<file path="src/rtl/dbg_sess_pkg.sv">
package dbg_sess_pkg;

    localparam int CTRL_W  = 8;
    localparam int BANK_W  = 2;
    localparam int BYTE_W  = 8;
    localparam int NBANK   = (1 << BANK_W) - 1;
    localparam int NSTAT   = 1 << BANK_W;

    localparam int B_ARM   = 0;
    localparam int B_TRIG  = 1;
    localparam int B_BRKEN = 2;
    localparam int B_TGT   = 3;
    localparam int B_BANK  = 4;

    typedef struct packed {
        logic [BANK_W-1:0] bank;
        logic              tgt;
        logic              brk_en;
        logic              arm;
    } ctrl_t;

    typedef enum logic [1:0] {
        DEST_NONE = 2'd0,
        DEST_SWI  = 2'd1,
        DEST_BDM  = 2'd2
    } brk_dest_e;

    function automatic brk_dest_e pick_dest(input logic tgt, input logic bdm_en);
        if (!bdm_en)
            return DEST_SWI;
        return tgt ? DEST_BDM : DEST_NONE;
    endfunction

    function automatic logic [CTRL_W-1:0] pack_ctrl(input ctrl_t c);
        logic [CTRL_W-1:0] r;
        r                    = '0;
        r[B_ARM]             = c.arm;
        r[B_BRKEN]           = c.brk_en;
        r[B_TGT]             = c.tgt;
        r[B_BANK +: BANK_W]  = c.bank;
        return r;
    endfunction

endpackage

</file>
<file path="src/rtl/dbg_sess_fsm.sv">
module dbg_sess_fsm
    import dbg_sess_pkg::*;
(
    input  logic              clk,
    input  logic              rst,
    input  logic              ctrl_wr,
    input  logic [CTRL_W-1:0] wdata,
    input  logic              final_state,
    input  logic              trace_en,
    input  logic              trace_active,
    input  logic              trace_done,
    input  logic              secure,
    output ctrl_t             ctrl_q,
    output logic              seq_enter,
    output logic              trig_pulse,
    output logic              end_evt
);

    logic w_arm, w_trig, kill, trig_ok, tracing, fire, pending_q;

    assign w_arm   = wdata[B_ARM];
    assign w_trig  = wdata[B_TRIG];
    assign kill    = ctrl_wr & w_arm & w_trig;
    assign tracing = trace_en & ~secure;
    assign trig_ok = ctrl_wr & w_trig & ~w_arm & ctrl_q.arm & ~pending_q
                   & ~secure & ~trace_active;
    assign fire    = trig_ok | (~ctrl_wr & ctrl_q.arm & ~pending_q & final_state);
    assign end_evt = (fire & ~tracing) | (~ctrl_wr & pending_q & trace_done);

    always_ff @(posedge clk) begin
        if (rst) begin
            ctrl_q     <= '0;
            pending_q  <= 1'b0;
            seq_enter  <= 1'b0;
            trig_pulse <= 1'b0;
        end else begin
            seq_enter  <= 1'b0;
            trig_pulse <= trig_ok;
            if (ctrl_wr) begin
                ctrl_q.bank   <= wdata[B_BANK +: BANK_W];
                ctrl_q.tgt    <= wdata[B_TGT];
                ctrl_q.brk_en <= wdata[B_BRKEN];
                if (kill) begin
                    ctrl_q.arm <= 1'b0;
                    pending_q  <= 1'b0;
                end else if (!w_trig) begin
                    ctrl_q.arm <= w_arm;
                    seq_enter  <= w_arm & ~ctrl_q.arm;
                    if (!w_arm)
                        pending_q <= 1'b0;
                end
            end
            if (end_evt) begin
                ctrl_q.arm <= 1'b0;
                pending_q  <= 1'b0;
            end else if (fire && tracing) begin
                pending_q  <= 1'b1;
            end
        end
    end

    assert_start_armed_R3: assert property (@(posedge clk) disable iff (rst)
        seq_enter |-> ctrl_q.arm);
    assert_trig_secure_R7: assert property (@(posedge clk) disable iff (rst)
        trig_pulse |-> !$past(secure));
    assert_trig_busy_R8: assert property (@(posedge clk) disable iff (rst)
        trig_pulse |-> !$past(trace_active));
    assert_hold_armed_R10: assert property (@(posedge clk) disable iff (rst)
        pending_q |-> ctrl_q.arm);
    assert_abort_R6: assert property (@(posedge clk) disable iff (rst)
        kill |=> (!ctrl_q.arm && !trig_pulse));

endmodule

</file>
<file path="src/rtl/dbg_brk_route.sv">
module dbg_brk_route
    import dbg_sess_pkg::*;
(
    input  logic clk,
    input  logic rst,
    input  logic go,
    input  logic tgt,
    input  logic bdm_en,
    output logic bdm_req,
    output logic swi_req
);

    brk_dest_e dest;

    assign dest = pick_dest(tgt, bdm_en);

    always_ff @(posedge clk) begin
        if (rst) begin
            bdm_req <= 1'b0;
            swi_req <= 1'b0;
        end else begin
            bdm_req <= go && (dest == DEST_BDM);
            swi_req <= go && (dest == DEST_SWI);
        end
    end

    assert_one_dest_R12: assert property (@(posedge clk) disable iff (rst)
        !(bdm_req && swi_req));
    assert_bdm_pulse_R12: assert property (@(posedge clk) disable iff (rst)
        bdm_req |=> !bdm_req);
    assert_swi_pulse_R12: assert property (@(posedge clk) disable iff (rst)
        swi_req |=> !swi_req);
    assert_no_bdm_off_R11: assert property (@(posedge clk) disable iff (rst)
        bdm_req |-> $past(bdm_en));

endmodule

</file>
<file path="src/rtl/dbg_bank_dec.sv">
module dbg_bank_dec
    import dbg_sess_pkg::*;
#(
    parameter int ADDR_W    = 4,
    parameter int STAT_ADDR = 7,
    parameter int WIN_BASE  = 8
) (
    input  logic                      clk,
    input  logic                      rst,
    input  logic                      reg_wr,
    input  logic [ADDR_W-1:0]         reg_addr,
    input  logic [BANK_W-1:0]         bank,
    input  logic [NBANK*BYTE_W-1:0]   bank_rdata,
    input  logic [NSTAT*BYTE_W-1:0]   stat_rdata,
    output logic [NBANK-1:0]          win_we,
    output logic [2:0]                win_off,
    output logic                      hit,
    output logic [BYTE_W-1:0]         rd_data
);

    localparam int OFF_W = 3;
    localparam logic [ADDR_W-1:0] WIN_V  = WIN_BASE[ADDR_W-1:0];
    localparam logic [ADDR_W-1:0] STAT_V = STAT_ADDR[ADDR_W-1:0];

    logic win_hit, stat_hit, bank_ok;

    assign win_hit  = reg_addr[ADDR_W-1:OFF_W] == WIN_V[ADDR_W-1:OFF_W];
    assign stat_hit = reg_addr == STAT_V;
    assign bank_ok  = int'(bank) < NBANK;
    assign win_off  = reg_addr[OFF_W-1:0];
    assign hit      = win_hit | stat_hit;

    for (genvar g = 0; g < NBANK; g++) begin : g_we
        assign win_we[g] = reg_wr & win_hit & (int'(bank) == g);
    end

    always_comb begin
        rd_data = '0;
        if (win_hit && bank_ok)
            rd_data = bank_rdata[int'(bank)*BYTE_W +: BYTE_W];
        else if (stat_hit)
            rd_data = stat_rdata[int'(bank)*BYTE_W +: BYTE_W];
    end

    assert_dead_bank_R13: assert property (@(posedge clk) disable iff (rst)
        (int'(bank) >= NBANK) |-> (win_we == '0));
    assert_we_onehot_R13: assert property (@(posedge clk) disable iff (rst)
        $onehot0(win_we));
    assert_we_needs_wr_R13: assert property (@(posedge clk) disable iff (rst)
        (win_we != '0) |-> reg_wr);

endmodule

</file>
<file path="src/rtl/dbg_session_ctrl.sv">
module dbg_session_ctrl
    import dbg_sess_pkg::*;
#(
    parameter int ADDR_W    = 4,
    parameter int CTRL_ADDR = 0,
    parameter int STAT_ADDR = 7,
    parameter int WIN_BASE  = 8
) (
    input  logic                    clk,
    input  logic                    rst,
    input  logic                    reg_wr,
    input  logic [ADDR_W-1:0]       reg_addr,
    input  logic [CTRL_W-1:0]       reg_wdata,
    output logic [CTRL_W-1:0]       reg_rdata,
    input  logic                    final_state,
    input  logic                    trace_en,
    input  logic                    trace_active,
    input  logic                    trace_done,
    input  logic                    secure,
    input  logic                    bdm_en,
    input  logic [NBANK*BYTE_W-1:0] bank_rdata,
    input  logic [NSTAT*BYTE_W-1:0] stat_rdata,
    output logic                    seq_enter,
    output logic                    trig_pulse,
    output logic                    bdm_req,
    output logic                    swi_req,
    output logic                    armed,
    output logic [NBANK-1:0]        win_we,
    output logic [2:0]              win_off
);

    localparam logic [ADDR_W-1:0] CTRL_V = CTRL_ADDR[ADDR_W-1:0];

    ctrl_t             ctrl_q;
    logic              ctrl_hit, ctrl_wr, end_evt, dec_hit;
    logic [BYTE_W-1:0] dec_data;

    assign ctrl_hit = reg_addr == CTRL_V;
    assign ctrl_wr  = reg_wr & ctrl_hit;
    assign armed    = ctrl_q.arm;

    dbg_sess_fsm u_fsm (
        .clk          (clk),
        .rst          (rst),
        .ctrl_wr      (ctrl_wr),
        .wdata        (reg_wdata),
        .final_state  (final_state),
        .trace_en     (trace_en),
        .trace_active (trace_active),
        .trace_done   (trace_done),
        .secure       (secure),
        .ctrl_q       (ctrl_q),
        .seq_enter    (seq_enter),
        .trig_pulse   (trig_pulse),
        .end_evt      (end_evt)
    );

    dbg_brk_route u_route (
        .clk     (clk),
        .rst     (rst),
        .go      (end_evt & ctrl_q.brk_en),
        .tgt     (ctrl_q.tgt),
        .bdm_en  (bdm_en),
        .bdm_req (bdm_req),
        .swi_req (swi_req)
    );

    dbg_bank_dec #(
        .ADDR_W    (ADDR_W),
        .STAT_ADDR (STAT_ADDR),
        .WIN_BASE  (WIN_BASE)
    ) u_dec (
        .clk        (clk),
        .rst        (rst),
        .reg_wr     (reg_wr),
        .reg_addr   (reg_addr),
        .bank       (ctrl_q.bank),
        .bank_rdata (bank_rdata),
        .stat_rdata (stat_rdata),
        .win_we     (win_we),
        .win_off    (win_off),
        .hit        (dec_hit),
        .rd_data    (dec_data)
    );

    always_comb begin
        reg_rdata = '0;
        if (ctrl_hit)
            reg_rdata = pack_ctrl(ctrl_q);
        else if (dec_hit)
            reg_rdata = dec_data;
    end

    assert_disarm_on_brk_R9: assert property (@(posedge clk) disable iff (rst)
        (bdm_req || swi_req) |-> !armed);

    always_comb begin
        if (!rst && ctrl_hit)
            assert_trig_reads_zero_R2: assert (reg_rdata[B_TRIG] == 1'b0);
    end

endmodule

</file>
<file path="config.mk">
export PLATFORM = sky130hd
export DESIGN_NAME = dbg_session_ctrl
export DESIGN_NICKNAME = d
export VERILOG_FILES = /design/src/rtl/dbg_sess_pkg.sv /design/src/rtl/dbg_sess_fsm.sv /design/src/rtl/dbg_brk_route.sv /design/src/rtl/dbg_bank_dec.sv /design/src/rtl/dbg_session_ctrl.sv
export SDC_FILE = /design/constraint.sdc
export NUM_CORES = 1
export LEC_CHECK = 0
export BUFFER_PORTS_ARGS = -buffer_cell sky130_fd_sc_hd__clkbuf_2
export CORE_MARGIN = 10
export CORE_UTILIZATION = 38
export CTS_CLUSTER_SIZE = 25
export DETAILED_ROUTE_END_ITERATION = 8
export PLACE_DENSITY = 0.81
export SLEW_MARGIN = 20
export SYNTH_ARGS = -nofsm -noshare
export SYNTH_HDL_FRONTEND = slang
export SYNTH_HIERARCHICAL = 1
export SYNTH_SLANG_ARGS = --single-unit
</file>
<file path="constraint.sdc">
create_clock -name clk -period 2.84 [get_ports clk]
set_clock_uncertainty 0.1 [all_clocks]
set_input_delay 0.71 -clock clk [delete_from_list [all_inputs] [get_ports clk]]
set_output_delay 0.71 -clock clk [all_outputs]
set_load 0.03 [all_outputs]
</file>
======== Yosys cells after proc, flatten, opt, wreduce, memory -nomap -nowiden ========
Cells that the tools add are included.
storage, ports and cells
  flip-flop bits (word level) ............. 10
  input port bits ......................... 77
  output and inout port bits .............. 19
  logic and storage cells ................. 76
operators by class
  order comparisons ....................... 1
  eq/ne operators ......................... 8
  shift-type cells ........................ 2
  multiplexer cells ....................... 13
  bitwise logic cells ..................... 32
  reductions and logical operators ........ 11
operators by type and width
  cell                                                                   count
  8-bit 2-to-1 mux                                                       4
  32-bit by 6-bit variable part select with 8-bit output                 1
  24-bit by 6-bit variable part select with 8-bit output                 1
  1-bit bitwise AND                                                      22
  1-bit 2-to-1 mux                                                       7
  1-bit inverter                                                         7
  2-bit equality test, second input constant                             3
  3-bit by 1-bit != test with 1-bit output, second input constant        2
  4-bit by 3-bit equality test with 1-bit output, second input constant  1
  1-bit logical AND                                                      4
  4-bit logical NOT                                                      1
  2-bit 2-to-1 mux                                                       2
  4-bit OR reduction                                                     1
  1-bit bitwise OR                                                       3
  3-bit AND reduction                                                    1
  2-bit by 1-bit equality test with 1-bit output, second input constant  1
  2-bit logical NOT                                                      1
  2-bit < comparator, second input constant                              1
  2-bit by 1-bit != test with 1-bit output, second input constant        1
  2-bit AND reduction                                                    1
  2-bit nonzero test                                                     1
  2-bit OR reduction                                                     1

======== Depth between registers and ports, before layout ========
  depth after elaboration ................. 13
  mapped depth ............................ 9
  mapped depth without buffers ............ 8

======== By module ========
The synthesis kept the hierarchy.
modules (own cells, without submodules)
  module            times used  cells an instance  area an instance (µm²)  sequential area each (µm²)
  dbg_bank_dec      1           49                 511.7                   0.0
  dbg_sess_fsm      1           39                 370.4                   160.2
  dbg_session_ctrl  1           23                 142.6                   0.0
  dbg_brk_route     1           4                  57.6                    40.0

======== Worst setup path before layout ========
OpenSTA, ideal clock, no wires.
  path kind ............................... in2out
  start ................................... in reg_addr[3]
  end ..................................... out reg_rdata[0]
  arrival ................................. 1969 ps
  required time ........................... 2030 ps
  setup slack ............................. 61 ps
  cell stages on the path ................. 5
  path buffers ............................ 1
  path through ............................ and4b_1 > clkbuf_1 > or2_1 > nand2_1 > mux2i_1
between the ends
  elaborated cells between the ends (all ways) .. 8
  classes of those cells .................. eq/ne (1); mux (4); bitwise (1); reduce/logical (2)
RTL lines
  item                                            line                    text
  start, declared                                 dbg_session_ctrl.sv:12  input logic [ADDR_W-1:0] reg_addr,
  4-bit by 3-bit equality test with 1-bit output  dbg_bank_dec.sv:28      assign stat_hit = reg_addr == STAT_V;
  1-bit bitwise OR *                              dbg_bank_dec.sv:31      assign hit = win_hit | stat_hit;
  net dec_hit                                     dbg_session_ctrl.sv:35  logic ctrl_hit, ctrl_wr, end_evt, dec_hit;
  8-bit 2-to-1 mux *                              dbg_session_ctrl.sv:90  else if (dec_hit)
  8-bit 2-to-1 mux *                              dbg_session_ctrl.sv:88  if (ctrl_hit)
  end, declared                                   dbg_session_ctrl.sv:14  output logic [CTRL_W-1:0] reg_rdata,
The timed path passes the listed nets; every way through them passes the cells marked *.

======== Worst setup path after layout ========
  start ................................... reg u_fsm/ctrl_q[3] (netlist name)
  end ..................................... out reg_rdata[7]
between the ends
  cells in the longest elaborated chain, start to end .. 5
  elaborated cells between the ends (all ways) .. 8
  classes of those cells .................. order compare (1); shift (2); mux (4); reduce/logical (1)
ends and longest elaborated chain
  item                                                                                          line                                    text
  32-bit by 6-bit variable part select with 8-bit output or 2-bit < comparator (tied branches)  dbg_bank_dec.sv:42, dbg_bank_dec.sv:29
  8-bit 2-to-1 mux or 1-bit logical AND (tied branches)                                         dbg_bank_dec.sv:41, dbg_bank_dec.sv:39
  8-bit 2-to-1 mux *                                                                            dbg_bank_dec.sv:39                      if (win_hit && bank_ok)
  net dec_data[7]                                                                               dbg_session_ctrl.sv:36                  logic [BYTE_W-1:0] dec_data;
  8-bit 2-to-1 mux *                                                                            dbg_session_ctrl.sv:90
  8-bit 2-to-1 mux *                                                                            dbg_session_ctrl.sv:88
Marks and branches as above.

==> key figures <==
Placed design
  • Placer Congestion: 0.789
  • Port bufs: a little over 90
  • DP Worst Slack: a little over 0.08 ns
  • DP HPWL: around 3400 microns

Logic synthesis
  • Share of the yosys chip area belonging to registers: 0.185
  • Top post-synthesis cells by area: dfxtp_1 (18%), mux4_2 (17%), mux2i_1 (16%)
  • #FFs+latches synth: 10
  • Cells after Synth: approximately 120
  • Area leader, netlist: dfxtp_1
  • Yosys top cell area share: 0.185
  • Mapped Area: around 1100 sq um
  • Post-Synthesis Net Count: between 150 and 200
  • Syn_area_per_cell: 9.41 sq um
  • YS warnings: 6
  • Yosys cell types: 30

Setup path
  • CP Class: reg -> out
  • Critical Path RT: ~2.0 ns
  • WP data arrival: around 1.9 ns
  • CP max FO: 12
  • Reg-to-reg endpoint: u_route/swi_req
  • Worst Setup SP: u_fsm/ctrl_q[3]
  • Startpoint Class: flop
  • R2R depth: 6
  • Worst R2R Setup Slack: 1.18 ns
  • Worst Setup EP: reg_rdata[7]
  • Critical path endpoint category: primary output
  • RR Startpoint: u_fsm/ctrl_q[0]

Clock network
  • Sink Count: 10
  • Htree depth: 1
  • CTS buffer count: 3
  • Clk Tree Root Cell: clkbuf_4
  • Clock buffer depth: 2
  • Clock-pin slew of the registers on the worst-case setup and hold paths: approximately 0.070 ns
  • CTS tree: done
  • Clock latency on the worst-skew pair: 0.26 ns

Detailed routing
  • Via count: roughly 1.3k
  • WL met3: 323 microns
  • Vias per Instance: 5.32
  • Pre-Repair DR Iteration Count: 4
  • WL final: ~4000 microns
  • Routed len/inst: 16.3 microns
  • Initial detailed-routing violation count: about 80
  • Met2 Routed Length: between 2000 and 2500 microns
  • Wl on met1: about 1300 microns
  • ANT nets after route: 0
  • Highest Signal Layer: met4
  • # DRC: 0

Timing
  • Worst relative slew slack: 0.816
  • Final Slew Violations: 0
  • RSZ-0062 raised after global routing: no
  • Fin Setup TNS: 0 ns
  • Highest Clock Rate: between 0.3 and 0.4 GHz
  • Hold violation count in the final report: 0
  • Final setup fails: 0
  • Final period utilization: 0.951
  • Final WS setup: approximately 0.14 ns
  • Tmin final: 2.70 ns
  • Worst-margin pin slew: 0.276 ns

Status
  • Outcome: finished clean

Floorplanning
  • Full die area: around 5400 sq um
  • Die width: 73.4 microns
  • Die Ht: ~73 microns
  • Core area: between 2000 and 3000 sq um
  • Site row count: 19
  • Io pins: 96
  • Starting density of the core: 0.396

Power and ir drop
  • Pwr/cell area: approximately 260 nW/um^2
  • Leakage: roughly 0.81 nW
  • Max IR drop VDD: approximately 0.23 mV

Layout
  • FILL cells: approximately 260
  • Antenna diodes: 0
  • Layout area overhead: 48.0%
  • Nets: around 290
  • Share of layout cells above drive strength 1: 0.577

Global route
  • Largest net degree at the start of global routing: 22
  • Initial antenna violation count: 0
  • Global-route total usage across every layer: 0.137
  • Wire length of the first global-routing pass: roughly 6000 microns
  • Grt ovf: 0
  • Vias in the first global route: 1264

Job
  • Max cap viols: 0

Min path
  • Hold path depth: 1
  • Hold Path Class: reg -> reg
-- what timing repair did --
action | 4_1_cts | 5_1_grt
setup buffers | 0 | 0
setup endpoints to repair | 0 | 4
hold buffers | 0 | 0
gates resized for setup | 0 | 2
-- state kept, by name, indices dropped and copies added (netlist names) --
signal and count:
u_route/swi_req 1, u_fsm/ctrl_q 5, u_fsm/trig_pulse 1, u_route/bdm_req 1
u_fsm/seq_enter 1, u_fsm/pending_q 1
-- cell usage in the layout, fill, tap and decap left out, types with 3 or more instances in the layout --
cell type / instances
clkbuf_2: 93
mux2i_1: 17
dfxtp_1: 10
o2bb2ai_1: 9
nand2_1: 8
buf_4: 8
mux4_2: 8
a22o_1: 8
inv_1: 7
and3_1: 5
nor2_1: 5
clkbuf_4: 3
nor3_1: 3
nand2b_1: 3
-- worst max-delay path, cell delays in order, from the launching register on --
cell and delay (ns):
dfxtp_1 0.33, buf_4 0.20, mux4_2 0.52, a22o_1 0.23, and3_1 0.15, clkbuf_2 0.19
-- per-layer routing --
layer	vias to the layer above	track usage
li1	621	-
met1	595	0.141
met2	49	0.245
met3	6	0.0579
met4	0	0.0435
met5	-	0
-- kinds of logic (layout without fill, tap and decap cells) --
group	Yosys count	after routing	share of synthesized area
compound gates	19	19	0.148
flops	10	10	0.185
mux	25	25	0.324
buf+inv	19	112	0.103
simple gates	42	42	0.240
-- synthesized netlist by cell type --
cell type / number
nand3_1: 2
nand2b_1: 3
or2_1: 1
nand3b_1: 2
or4b_2: 1
o21ai_0: 1
a22o_1: 8
nor2b_1: 2
or3_1: 1
dfxtp_1: 10
a31oi_1: 1
inv_1: 7
nor4b_2: 1
mux2i_1: 17
and2_1: 1
and4b_1: 2
nor3b_1: 2
buf_6: 3
buf_4: 4
o2bb2ai_1: 9
and3b_2: 1
nand2_1: 8
and3_1: 5
or4_4: 1
buf_2: 2
and2b_2: 1
nor3_1: 3
clkbuf_1: 3
mux4_2: 8
nor2_1: 5
-- cell type report --
cell class,count,area (sq um),area share
timing repair buffer,101,526,0.328
inverter,7,26.3,0.0164
sequential,10,200,0.125
clock buffer,4,36.3,0.0227
multi-input combinational,86,774,0.484
tap,31,38.8,0.0242
-- metrics by stage --
stage / hold slack, ns / std cells / util / instance area [sq um] / power, mW
floorplan: 0.374 / 115 / - / 1080 / 0.219
global placement: 0.397 / 235 / 0.571 / 1560 / 0.284
detailed placement: 0.417 / 235 / 0.571 / 1560 / 0.287
CTS: 0.423 / 239 / 0.584 / 1600 / 0.415
global route: 0.433 / 239 / 0.586 / 1600 / 0.437
finish: 0.422 / 239 / 0.586 / 1600 / 0.411
-- worst min-delay path by stage --
stage	start	end	slack [ns]
after CTS	u_fsm/ctrl_q[2]	u_route/bdm_req	0.42
after global routing	u_fsm/ctrl_q[2]	u_route/bdm_req	0.43
final	u_fsm/ctrl_q[2]	u_route/bdm_req	0.42
after floorplan	u_fsm/pending_q	u_fsm/pending_q	0.37
after global placement	u_fsm/ctrl_q[2]	u_fsm/ctrl_q[2]	0.40
after detailed placement	u_fsm/ctrl_q[2]	u_fsm/ctrl_q[2]	0.42
-- where the power goes --
| group | switching, mW | internal (mW) |
|---|---|---|
| registers | 0.000548 | 0.141 |
| logic | 0.0667 | 0.0755 |
| clock network | 0.0492 | 0.0778 |
No activity file was read; power rests on OpenSTA's default activity.
